[config.mk]
export PLATFORM = sky130hd
export DESIGN_NAME = dcc_serializer
export DESIGN_NICKNAME = d
export VERILOG_FILES = /design/src/rtl/dcc_ser_pkg.sv /design/src/rtl/dcc_half_timer.sv /design/src/rtl/dcc_pkt_buf.sv /design/src/rtl/dcc_frame_seq.sv /design/src/rtl/dcc_serializer.sv
export SDC_FILE = /design/constraint.sdc
export NUM_CORES = 1
export LEC_CHECK = 0
export BUFFER_PORTS_ARGS = -buffer_cell sky130_fd_sc_hd__buf_2
export CAP_MARGIN = 20
export CORE_UTILIZATION = 50
export DETAILED_ROUTE_END_ITERATION = 6
export GPL_ROUTABILITY_DRIVEN = 0
export PLACE_DENSITY = 0.84
export SLEW_MARGIN = 25
export SYNTH_ARGS = -nofsm -noshare
export SYNTH_HDL_FRONTEND = slang
export SYNTH_SLANG_ARGS = --single-unit
[constraint.sdc]
create_clock -name clk_i -period 3.2 [get_ports clk_i]
set_clock_uncertainty 0.2 [all_clocks]
set_input_delay 0.32 -clock clk_i [delete_from_list [all_inputs] [get_ports clk_i]]
set_output_delay 0.32 -clock clk_i [all_outputs]
set_load 0.01 [all_outputs]
[src/rtl/dcc_ser_pkg.sv]
package dcc_ser_pkg;
  typedef enum logic [1:0] {
    ST_PRE  = 2'd0,
    ST_SEP  = 2'd1,
    ST_DATA = 2'd2,
    ST_END  = 2'd3
  } frame_st_e;

  localparam logic [7:0] IDLE_ADDR = 8'hFF;
  localparam logic [7:0] IDLE_DATA = 8'h00;
endpackage

[src/rtl/dcc_half_timer.sv]
module dcc_half_timer #(
  parameter int ONE_HALF  = 58,
  parameter int ZERO_HALF = 100,
  localparam int HALF_MAX = (ONE_HALF > ZERO_HALF) ? ONE_HALF : ZERO_HALF,
  localparam int CNT_W    = $clog2(HALF_MAX)
) (
  input  logic clk_i,
  input  logic rst_ni,
  input  logic tick_i,
  input  logic bit_val_i,
  output logic bit_done_o,
  output logic rail_a_o,
  output logic rail_b_o
);
  localparam logic [CNT_W-1:0] ONE_LAST  = CNT_W'(ONE_HALF - 1);
  localparam logic [CNT_W-1:0] ZERO_LAST = CNT_W'(ZERO_HALF - 1);

  logic [CNT_W-1:0] cnt_q;
  logic             phase_q;
  logic             rail_a_q, rail_b_q;
  logic             half_last;

  assign half_last  = (cnt_q == (bit_val_i ? ONE_LAST : ZERO_LAST));
  assign bit_done_o = tick_i & half_last & phase_q;

  always_ff @(posedge clk_i or negedge rst_ni) begin
    if (!rst_ni) begin
      cnt_q    <= '0;
      phase_q  <= 1'b0;
      rail_a_q <= 1'b1;
      rail_b_q <= 1'b0;
    end else if (tick_i) begin
      if (half_last) begin
        cnt_q    <= '0;
        phase_q  <= ~phase_q;
        rail_a_q <= ~rail_a_q;
        rail_b_q <= ~rail_b_q;
      end else begin
        cnt_q <= cnt_q + 1'b1;
      end
    end
  end

  assign rail_a_o = rail_a_q;
  assign rail_b_o = rail_b_q;

  // rails move only on a counted tick
  assert_edge_on_tick_R6: assert property (@(posedge clk_i) disable iff (!rst_ni)
    (rail_a_q != $past(rail_a_q)) |-> $past(tick_i));

  assert_cnt_bound_R6: assert property (@(posedge clk_i) disable iff (!rst_ni)
    cnt_q <= ZERO_LAST || cnt_q <= ONE_LAST);

  assert_rails_opposite_R2: assert property (@(posedge clk_i) disable iff (!rst_ni)
    rail_a_q != rail_b_q);
endmodule

[src/rtl/dcc_pkt_buf.sv]
module dcc_pkt_buf
  import dcc_ser_pkg::*;
#(
  parameter int MAX_BYTES = 6,
  localparam int LEN_W    = $clog2(MAX_BYTES + 1)
) (
  input  logic                   clk_i,
  input  logic                   rst_ni,
  input  logic                   load_i,
  input  logic                   valid_i,
  input  logic [LEN_W-1:0]       len_i,
  input  logic [8*MAX_BYTES-1:0] data_i,
  input  logic [LEN_W-1:0]       idx_i,
  output logic [LEN_W-1:0]       len_o,
  output logic [7:0]             byte_o
);
  logic [MAX_BYTES-1:0][7:0] bytes_q;
  logic [LEN_W-1:0]          len_q;
  logic                      len_ok;
  logic [7:0]                chk;
  logic [7:0]                sel;

  assign len_ok = valid_i && (len_i != '0) && (len_i <= LEN_W'(MAX_BYTES));

  // bytes past the length are zeroed so the check is a flat XOR
  always_ff @(posedge clk_i or negedge rst_ni) begin
    if (!rst_ni) begin
      len_q <= LEN_W'(2);
      for (int i = 0; i < MAX_BYTES; i++)
        bytes_q[i] <= (i == 0) ? IDLE_ADDR : IDLE_DATA;
    end else if (load_i) begin
      len_q <= len_ok ? len_i : LEN_W'(2);
      for (int i = 0; i < MAX_BYTES; i++) begin
        if (len_ok)
          bytes_q[i] <= (LEN_W'(i) < len_i) ? data_i[8*i +: 8] : 8'h00;
        else
          bytes_q[i] <= (i == 0) ? IDLE_ADDR : IDLE_DATA;
      end
    end
  end

  always_comb begin
    chk = 8'h00;
    sel = 8'h00;
    for (int i = 0; i < MAX_BYTES; i++) begin
      chk = chk ^ bytes_q[i];
      if (LEN_W'(i) == idx_i) sel = bytes_q[i];
    end
  end

  assign byte_o = (idx_i == len_q) ? chk : sel;
  assign len_o  = len_q;

  assert_hold_len_R10: assert property (@(posedge clk_i) disable iff (!rst_ni)
    (len_q != $past(len_q)) |-> $past(load_i));

  assert_hold_bytes_R10: assert property (@(posedge clk_i) disable iff (!rst_ni)
    (bytes_q != $past(bytes_q)) |-> $past(load_i));

  assert_idle_sub_R8: assert property (@(posedge clk_i) disable iff (!rst_ni)
    (load_i && !valid_i) |=> (len_q == LEN_W'(2) && bytes_q[0] == IDLE_ADDR && bytes_q[1] == IDLE_DATA));

  assert_len_range_R11: assert property (@(posedge clk_i) disable iff (!rst_ni)
    (len_q != '0) && (len_q <= LEN_W'(MAX_BYTES)));
endmodule

[src/rtl/dcc_frame_seq.sv]
module dcc_frame_seq
  import dcc_ser_pkg::*;
#(
  parameter int MAX_BYTES = 6,
  parameter int PRE_BITS  = 14,
  localparam int LEN_W    = $clog2(MAX_BYTES + 1),
  localparam int PRE_W    = $clog2(PRE_BITS),
  localparam int A_W      = $clog2(PRE_BITS + 9 * (MAX_BYTES + 1) + 2)
) (
  input  logic             clk_i,
  input  logic             rst_ni,
  input  logic             bit_done_i,
  input  logic [LEN_W-1:0] pkt_len_i,
  input  logic [7:0]       cur_byte_i,
  output logic [LEN_W-1:0] byte_idx_o,
  output logic             bit_val_o,
  output logic             load_o,
  output logic             req_o
);
  frame_st_e        state_q;
  logic [PRE_W-1:0] pre_cnt_q;
  logic [2:0]       bit_idx_q;
  logic [LEN_W-1:0] byte_idx_q;
  logic             req_q;

  always_comb begin
    case (state_q)
      ST_PRE:  bit_val_o = 1'b1;
      ST_SEP:  bit_val_o = 1'b0;
      ST_DATA: bit_val_o = cur_byte_i[3'd7 - bit_idx_q];
      default: bit_val_o = 1'b1;
    endcase
  end

  assign load_o = bit_done_i && (state_q == ST_END);

  always_ff @(posedge clk_i or negedge rst_ni) begin
    if (!rst_ni) begin
      state_q    <= ST_PRE;
      pre_cnt_q  <= '0;
      bit_idx_q  <= '0;
      byte_idx_q <= '0;
    end else if (bit_done_i) begin
      case (state_q)
        ST_PRE: begin
          if (pre_cnt_q == PRE_W'(PRE_BITS - 1)) begin
            pre_cnt_q <= '0;
            state_q   <= ST_SEP;
          end else begin
            pre_cnt_q <= pre_cnt_q + 1'b1;
          end
        end
        ST_SEP: begin
          bit_idx_q <= '0;
          state_q   <= ST_DATA;
        end
        ST_DATA: begin
          if (bit_idx_q == 3'd7) begin
            bit_idx_q <= '0;
            if (byte_idx_q == pkt_len_i) begin
              state_q <= ST_END;
            end else begin
              byte_idx_q <= byte_idx_q + 1'b1;
              state_q    <= ST_SEP;
            end
          end else begin
            bit_idx_q <= bit_idx_q + 1'b1;
          end
        end
        default: begin
          byte_idx_q <= '0;
          state_q    <= ST_PRE;
        end
      endcase
    end
  end

  always_ff @(posedge clk_i or negedge rst_ni) begin
    if (!rst_ni) req_q <= 1'b0;
    else         req_q <= load_o;
  end

  assign req_o      = req_q;
  assign byte_idx_o = byte_idx_q;

  // independent bit count since the packet was latched
  logic [A_W-1:0] a_bits_q;
  always_ff @(posedge clk_i or negedge rst_ni) begin
    if (!rst_ni)         a_bits_q <= '0;
    else if (load_o)     a_bits_q <= '0;
    else if (bit_done_i) a_bits_q <= a_bits_q + 1'b1;
  end

  assert_preamble_len_R3: assert property (@(posedge clk_i) disable iff (!rst_ni)
    (state_q == ST_SEP && byte_idx_q == '0) |-> (a_bits_q == A_W'(PRE_BITS)));

  assert_end_after_check_R4: assert property (@(posedge clk_i) disable iff (!rst_ni)
    (state_q == ST_END) |-> (byte_idx_q == pkt_len_i));

  assert_req_single_R7: assert property (@(posedge clk_i) disable iff (!rst_ni)
    req_q |=> !req_q);
endmodule

[src/rtl/dcc_serializer.sv]
module dcc_serializer #(
  parameter int MAX_BYTES = 6,
  parameter int PRE_BITS  = 14,
  parameter int ONE_HALF  = 58,
  parameter int ZERO_HALF = 100,
  localparam int LEN_W    = $clog2(MAX_BYTES + 1)
) (
  input  logic                   clk_i,
  input  logic                   rst_ni,
  input  logic                   tick_i,
  input  logic                   pkt_valid_i,
  input  logic [LEN_W-1:0]       pkt_len_i,
  input  logic [8*MAX_BYTES-1:0] pkt_data_i,
  output logic                   pkt_req_o,
  output logic                   rail_a_o,
  output logic                   rail_b_o
);
  logic             bit_done;
  logic             bit_val;
  logic             load;
  logic [LEN_W-1:0] byte_idx;
  logic [LEN_W-1:0] buf_len;
  logic [7:0]       cur_byte;

  dcc_pkt_buf #(.MAX_BYTES(MAX_BYTES)) i_buf (
    .clk_i   (clk_i),
    .rst_ni  (rst_ni),
    .load_i  (load),
    .valid_i (pkt_valid_i),
    .len_i   (pkt_len_i),
    .data_i  (pkt_data_i),
    .idx_i   (byte_idx),
    .len_o   (buf_len),
    .byte_o  (cur_byte)
  );

  dcc_frame_seq #(.MAX_BYTES(MAX_BYTES), .PRE_BITS(PRE_BITS)) i_seq (
    .clk_i      (clk_i),
    .rst_ni     (rst_ni),
    .bit_done_i (bit_done),
    .pkt_len_i  (buf_len),
    .cur_byte_i (cur_byte),
    .byte_idx_o (byte_idx),
    .bit_val_o  (bit_val),
    .load_o     (load),
    .req_o      (pkt_req_o)
  );

  dcc_half_timer #(.ONE_HALF(ONE_HALF), .ZERO_HALF(ZERO_HALF)) i_timer (
    .clk_i      (clk_i),
    .rst_ni     (rst_ni),
    .tick_i     (tick_i),
    .bit_val_i  (bit_val),
    .bit_done_o (bit_done),
    .rail_a_o   (rail_a_o),
    .rail_b_o   (rail_b_o)
  );

  // a request follows the rail edge that closes a packet
  assert_req_after_edge_R7: assert property (@(posedge clk_i) disable iff (!rst_ni)
    pkt_req_o |-> (rail_a_o != $past(rail_a_o)));
endmodule

==> results of run 1 <==
## cell usage after synthesis, drive strengths merged (12+ instances only)
master / number / area [um2]
nor2: 21 / 78.8
dfrtp: 64 / 1600
buf: 12 / 91.3
a21oi: 20 / 100
mux2: 16 / 218
ha: 12 / 150
mux2i: 47 / 470
nand3: 21 / 105
nand2: 67 / 251
and3: 13 / 81.3
xnor2: 42 / 368
inv: 51 / 191
clkbuf: 14 / 52.6
## worst max-delay path by stage
stage | cells past startpoint | slack [ns] | start | to
2_1_floorplan | 16 | -0.06 | i_seq.byte_idx_o[2] | i_buf.bytes_q[40]
3_3_place_gp | 12 | -0.08 | i_seq.byte_idx_o[1] | i_seq.pre_cnt_q[1]
3_5_place_dp | 12 | -0.22 | i_seq.byte_idx_o[1] | i_seq.byte_idx_o[1]
4_1_cts | 15 | -0.1 | i_seq.byte_idx_o[1] | i_buf.bytes_q[8]
5_1_grt | 15 | -0.31 | i_seq.byte_idx_o[0] | i_buf.bytes_q[18]
6_report | 13 | -0.23 | i_seq.byte_idx_o[0] | i_buf.bytes_q[18]
## area by class of cell
class / count / area, um2
Tap cell: 111 / 139
Sequential cell: 74 / 1870
Clock inverter: 6 / 90.1
Timing Repair Buffer: 119 / 932
Inverter: 51 / 201
Multi-Input combinational cell: 349 / 2730
Clock buffer: 10 / 128
Fill cell: 656 / 3110
## what timing repair did
item / CTS / global route
hold buffers: 16 / 1
hold endpoints to repair: 44 / 1
pin swaps: 17 / 7
resized for setup: 27 / 31
setup buffers: 13 / 1
setup endpoints to repair: 67 / 73
gates cloned: 1 / 1
## worst min-delay path: stages
cell and delay, ns:
buf_2 0.09, nand2_1 0.04, mux2i_1 0.07
## layout by cell type (no fill, tap or decap), types with 9 or more instances in the layout
cell,Yosys,routed
mux2_4,10,11
dfrtp_1,64,62
clkbuf_8,0,9
inv_1,51,48
nor2_1,21,17
xnor2_1,42,41
and3_1,13,11
mux2i_1,47,43
dfstp_2,10,10
buf_4,5,30
nand3_1,21,20
nand2_1,67,67
a21oi_1,20,15
nor2b_1,9,9
dlygate4sd3_1,0,17
buf_2,4,57
## per-stage QoR
stage | TNS [ns] | area (um2) | hold slack [ns] | setup WS [ns] | utilization [%]
global route | -16.02 | 6090 | 0.00462 | -0.308 | 66.2
floorplan | -0.531 | 4770 | -0.176 | -0.0591 | -
CTS | -2.19 | 5920 | 0.00188 | -0.0957 | 64.4
detailed placement | -8.27 | 5300 | 0.268 | -0.218 | 57.6
global placement | -2.17 | 5300 | 0.253 | -0.0819 | 57.6
finish | -11.06 | 6090 | 0.00733 | -0.232 | 66.2
## metal layers
metal  vias up  share of wire [%]
met2       208                 48
met5         -                  0
met3        65                7.2
met1      2048                 40
li1       1908                  -
met4         0                4.5
## report_power, final
part | internal [mW] | total (mW) | switching, mW
clock network | 0.442 | 0.820 | 0.378
registers | 0.986 | 1.04 | 0.0587
logic | 0.141 | 0.318 | 0.177
## logic make-up (layout without fill, tap and decap cells)
| kind of cell | after synthesis | in the layout | share of synthesized area (%) |
|---|---|---|---|
| and+or+nand+nor | 160 | 160 | 16.3 |
| AOI/OAI and AO/OA | 64 | 64 | 9.46 |
| xor gates and xnor gates | 50 | 50 | 9.86 |
| muxes | 63 | 63 | 14.6 |
| adders and majority gates | 12 | 12 | 3.18 |
| DFF | 74 | 74 | 39.5 |
| buffers and inverters | 77 | 186 | 7.10 |
## sequential cells by signal, indices dropped and copies added, names as in the netlist
name / count
i_buf.bytes_q: 48
i_timer.cnt_q: 7
i_seq.pre_cnt_q: 4
i_buf.len_o: 3
i_seq.bit_idx_q: 3
i_seq.byte_idx_o: 3
i_seq.state_q: 2
i_seq.req_o: 1
i_timer.phase_q: 1
i_timer.rail_a_o: 1
i_timer.rail_b_o: 1
==> results.py, run 1 <==
metrics = {
    "flow_run": {
        "drv_cap": 0,
    },
    "global_routing": {
        "busiest_layer": "met2",
        "grt_util_met2_pct": 45.9,
        "gr-total-overflow": 0,
        "grt_use_met1_pct": 33.3,
        "grt_use_total_pct": 26.9,
        "grt_pass1_wl_mm": 20.8,
        "grtUsageMet3_pct": 5.62,
        "grt_max_degree": 41,
        "antenna_found_initial": 0,
        "grt_pass1_vias": 4286,
    },
    "clock_network": {
        "h-tree-depth": 3,
        "cts_tree": "done",
        "clk_pin_slew_ns": 0.09,
        "numClockSinks": 74,
        "cts_made_buffers": 9,
        "cts-root-buf": "clkbuf_8",
        "clk_path_buf_depth": 2,
        "clk_latency_ns": 0.36,
    },
    "power_and_ir_drop": {
        "p_leak_nw": 2.78,
        "peakVddDrop_uv": 331,
        "p_total_mw": 2.18,
        "powerDensity_nw_per_um2": 358,
    },
    "synth": {
        "ys.flop_type": "dfrtp_1",
        "yosysUniqueCellTypes": 55,
        "syn_inst": 500,
        "ys_warn_count": 0,
        "ys_seq_area_share_pct": 39.5,
        "avgSynthCellArea_um2": 9.44,
        "synth-edff-count": 0,
        "synth_area_um2": 4720,
        "async_flop_share_pct": 100,
        "syn_nets": 567,
        "yosys_register_bits": 74,
    },
    "sta": {
        "worst-slew-pin-transition_ns": 0.870,
        "finalSetupViolCount": 69,
        "max_clock_freq_ghz": 0.291,
        "hold_violations": 0,
        "rsz0062_at_grt": "true",
        "worst_slack_ns": -0.232,
        "max-slew-margin-rel_pct": 41.6,
        "finalCritPeriodShare_pct": 107,
        "drv_slew": 0,
        "finalCriticalPeriod_ns": 3.43,
    },
    "setup_path": {
        "crit_slowest_cell": "dfrtp_2",
        "worst-path-buf-inv": 3,
        "reg2reg_to": "i_buf.bytes_q[18]",
        "crit_chain": "buf_6 > ha_4 > buf_12 > o21a_4 > a21oi_2 > a21oi_2 > o311a_1 > a221oi_2 > o221ai_2 > mux2_4 > and4_4 > buf_6 > mux2i_1",
        "max_stage_delay_ns": 0.45,
        "r2r_setup_slack_ns": -0.23,
        "arrival_ns": 3.50,
        "worstReg2RegStart": "i_seq.byte_idx_o[0]",
        "crit_fanout": 13,
        "worstSetupPathType": "reg -> reg",
        "end_kind": "flop",
        "r2r_cells": 13,
        "start_kind": "flop",
        "required_ns": 3.27,
        "cp_top_family": "compound AO/OA/AOI/OAI gates",
    },
    "die": {
        "start_util_pct": 51.3,
        "io_pins": 58,
        "core_area_um2": 9200,
        "dieArea_um2": 9840,
        "core.rowCount": 35,
        "fp.dieW_um": 99.2,
        "dieHeight_um": 99.2,
    },
    "layout": {
        "num_antenna_cells": 0,
        "drive_above_1_share_pct": 30.4,
        "fin_cells": 720,
        "areaGrowthSynthToFinish_pct": 29.0,
        "nNetsFinal": 671,
    },
    "drt": {
        "ant_nets": 0,
        "wl_per_cell_um": 18.3,
        "drc": 0,
        "viasPerCell": 5.87,
        "drtPass1Iterations": 5,
        "drt-initial-drc-count": 302,
        "totalWireLength_mm": 13.1,
        "vias": 4229,
    },
    "hold_path": {
        "min_path_type": "in -> reg",
        "min_from": "pkt_data_i[11]",
        "whs_path_depth": 3,
        "min_to": "i_buf.bytes_q[11]",
    },
    "run_status": {
        "status": "finished with violations",
        "violations": "negative setup slack",
    },
    "placed_design": {
        "hpwl_mm": 8.22,
        "place.port_buffers": 57,
        "dp_cells": 671,
    },
}
(Power assumes the default switching activity.)
==> run 2: changes to the inputs <==
--- a/config.mk
+++ b/config.mk
@@ -7,11 +7,13 @@
 export LEC_CHECK = 0
 export BUFFER_PORTS_ARGS = -buffer_cell sky130_fd_sc_hd__buf_2
 export CAP_MARGIN = 20
+export CORE_MARGIN = 8
 export CORE_UTILIZATION = 50
 export DETAILED_ROUTE_END_ITERATION = 6
 export GPL_ROUTABILITY_DRIVEN = 0
-export PLACE_DENSITY = 0.84
+export PLACE_DENSITY = 0.85
 export SLEW_MARGIN = 25
 export SYNTH_ARGS = -nofsm -noshare
 export SYNTH_HDL_FRONTEND = slang
+export SYNTH_HIERARCHICAL = 1
 export SYNTH_SLANG_ARGS = --single-unit
==> run 2 against run 1 <==
Effect of this change:
- the flow finishes with violations (negative hold slack, negative setup slack)
- cell area increased by 0.29%
- routed wire length increased by 29%
- worst setup slack got worse by 1.0 ns
- utilization is 9.2 points higher
- synthesized cell count fell by 24%
- clock power decreased by 8.0%
- largest cell class unchanged
==> results.py, run 2 <==
metrics = {
    "global_routing": {
        "grt_max_degree": 43,
        "gr-total-overflow": 0,
        "antenna_found_initial": 0,
        "grt_use_met1_pct": 26.4,
        "grt_pass1_vias": 4299,
        "grt_use_total_pct": 25.0,
        "grtUsageMet3_pct": 7.62,
        "grt_pass1_wl_mm": 22.3,
        "grt_util_met2_pct": 43.2,
        "busiest_layer": "met2",
    },
    "synth": {
        "yosys.cell_count.top_type": "dfrtp_1",
        "yosys.area.top_type": "dfrtp_1",
        "netlist.area_leader.share_pct": 38.9,
        "synth_area_leaders": "dfrtp_1 39%, a22o_1 8.5%, xnor2_1 7.0%",
        "synth.top_cells.by_count": "64 x dfrtp_1, 40 x a22o_1, 33 x xnor2_1",
        "synth-edff-count": 0,
        "ys.flop_type": "dfrtp_1",
        "async_flop_share_pct": 100,
        "yosysUniqueCellTypes": 57,
        "ys_seq_area_share_pct": 45.3,
        "synth_area_um2": 4120,
        "syn_inst": 380,
        "syn_nets": 444,
        "ys_warn_count": 6,
        "avgSynthCellArea_um2": 10.8,
        "yosys_register_bits": 74,
    },
    "die": {
        "fp.dieW_um": 107,
        "io_pins": 58,
        "start_util_pct": 50.9,
        "dieHeight_um": 107,
        "core_area_um2": 8090,
        "core.rowCount": 33,
        "dieArea_um2": 11400,
    },
    "sta": {
        "worst-slew-pin-transition_ns": 0.790,
        "worst_slack_ns": -1.27,
        "drv_slew": 0,
        "finalCritPeriodShare_pct": 140,
        "max-slew-margin-rel_pct": 47.4,
        "fin_tns_setup_ns": -78.76,
        "hold_violations": 1,
        "max_clock_freq_ghz": 0.224,
        "whs_ns": -0.00407,
        "finalSetupViolCount": 73,
        "rsz0062_at_grt": "true",
        "finalCriticalPeriod_ns": 4.47,
    },
    "drt": {
        "viasPerCell": 6.66,
        "ant_nets": 0,
        "totalWireLength_mm": 17.0,
        "drc": 0,
        "drtPass1Iterations": 5,
        "drt-initial-drc-count": 513,
        "wl_per_cell_um": 25.6,
        "vias": 4423,
    },
    "layout": {
        "largest_registers": "i_buf/bytes_q: 48 flops, i_timer/cnt_q: 7 flops, i_seq/pre_cnt_q: 4 flops",
        "post-route-util_pct": 75.5,
        "regMostFlops": "i_buf/bytes_q",
        "areaGrowthSynthToFinish_pct": 48.4,
        "num_antenna_cells": 0,
        "final_cell_mix": "65 x buf_4, 61 x dfrtp_1, 57 x buf_2",
        "design_area_um2": 6110,
        "final_common_cell": "buf_4",
        "nNetsFinal": 618,
        "drive_above_1_share_pct": 38.5,
        "largest_register_ffs": 48,
    },
    "clock_network": {
        "clk_pin_slew_ns": 0.09,
        "cts-root-buf": "clkbuf_8",
        "cts_tree": "done",
        "h-tree-depth": 3,
        "cts_made_buffers": 9,
        "clk_path_buf_depth": 2,
        "numClockSinks": 74,
        "clk_latency_ns": 0.37,
    },
    "placed_design": {
        "preCtsSetupSlack_ns": -0.879,
        "place_area_um2": 5080,
        "place.port_buffers": 57,
        "hpwl_mm": 8.41,
    },
    "setup_path": {
        "start_kind": "flop",
        "worstSetupPathType": "reg -> reg",
        "required_ns": 3.29,
        "end_kind": "flop",
        "r2r_cells": 16,
        "crit_slowest_cell": "dfrtp_2",
        "crit_fanout": 6,
        "max_stage_delay_ns": 0.53,
        "crit_chain": "buf_12 > mux2i_1 > o21ai_1 > a221oi_1 > o22ai_1 > mux2i_1 > mux4_2 > mux2i_2 > or4b_4 > a211oi_4 > and3_4 > and2_4 > nand2_4 > a31oi_4 > o31ai_2 > o22a_1",
        "path_common_cell": "mux2i_1",
        "arrival_ns": 4.57,
    },
    "flow_run": {
        "drv_cap": 0,
    },
    "power_and_ir_drop": {
        "p_total_mw": 2.22,
        "peakVddDrop_uv": 295,
        "p_leak_nw": 2.84,
        "powerDensity_nw_per_um2": 364,
    },
    "hold_path": {
        "min_path_type": "in -> reg",
        "whs_path_depth": 2,
    },
    "run_status": {
        "status": "finished with violations",
        "violations": "negative hold slack, negative setup slack",
    },
}
## run 2: cell families (layout without fill, tap and decap cells)
family          after synthesis  after routing  share of synthesized area [%]
fa+ha+maj                     9              9                           2.74
xor+xnor                     54             54                           11.5
compound gates              124            125                           22.7
mux                          15             15                           3.95
simple gates                 73             74                           9.94
flops                        74             74                           45.3
buf+inv                      31            208                           3.92
## run 2: layer usage
layer / routed length [um] / up-vias
li1: - / 1767
met1: 5730 / 2116
met2: 8190 / 404
met3: 1810 / 136
met4: 1260 / 0
met5: 0 / -
## run 2: layout make-up
type	instances	area, um2
clock buffers	10	128
clock inverters	6	66.3
fillers	440	1990
inverters	11	42.5
multi-input cells	277	2400
flip-flops and latches	74	1870
well taps	105	131
repair buffers	181	1470
## run 2: per-stage QoR
step | cells | hold WS (ns)
after global placement | 590 | 0.223
final | 664 | -0.00407
after global routing | 664 | -0.000162
after floorplan | 380 | -0.176
after detailed placement | 590 | 0.236
after CTS | 653 | 0.000494
## run 2: what timing repair did
item	in CTS	in global routing
gates cloned	2	3
setup endpoints to repair	73	73
endpoints found under the hold margin	71	5
resized for setup	34	21
hold buffers	40	5
setup buffers	5	6
pin swaps	4	11
## run 2: power by group
group          internal [mW]  switching (mW)
Combinational          0.181           0.183
Clock                  0.362           0.392
Sequential              1.01          0.0942
## run 2: path summary, 6_finish.rpt
| kind | start | to | slack [ns] |
|---|---|---|---|
| max reg2reg | i_seq/byte_idx_o[0] | i_buf/bytes_q[7] | -1.27 |
| min in group asynchronous | rst_ni | i_buf/bytes_q[34] | 0.38 |
| min reg2reg | i_timer/rail_a_o | i_timer/rail_a_o | 0.29 |
| min | pkt_data_i[28] | i_buf/bytes_q[28] | -0.004 |
| max | i_seq/byte_idx_o[0] | i_buf/bytes_q[7] | -1.27 |
| max in group asynchronous | rst_ni | i_buf/bytes_q[2] | 1.67 |
## run 2: critical path, delay by kind of cell, from the launching register on
kind	cells	cell delay, ns
compound gates	7	1.46
simple gates	4	1.01
mux	4	1.00
flops	1	0.53
buf+inv	1	0.20
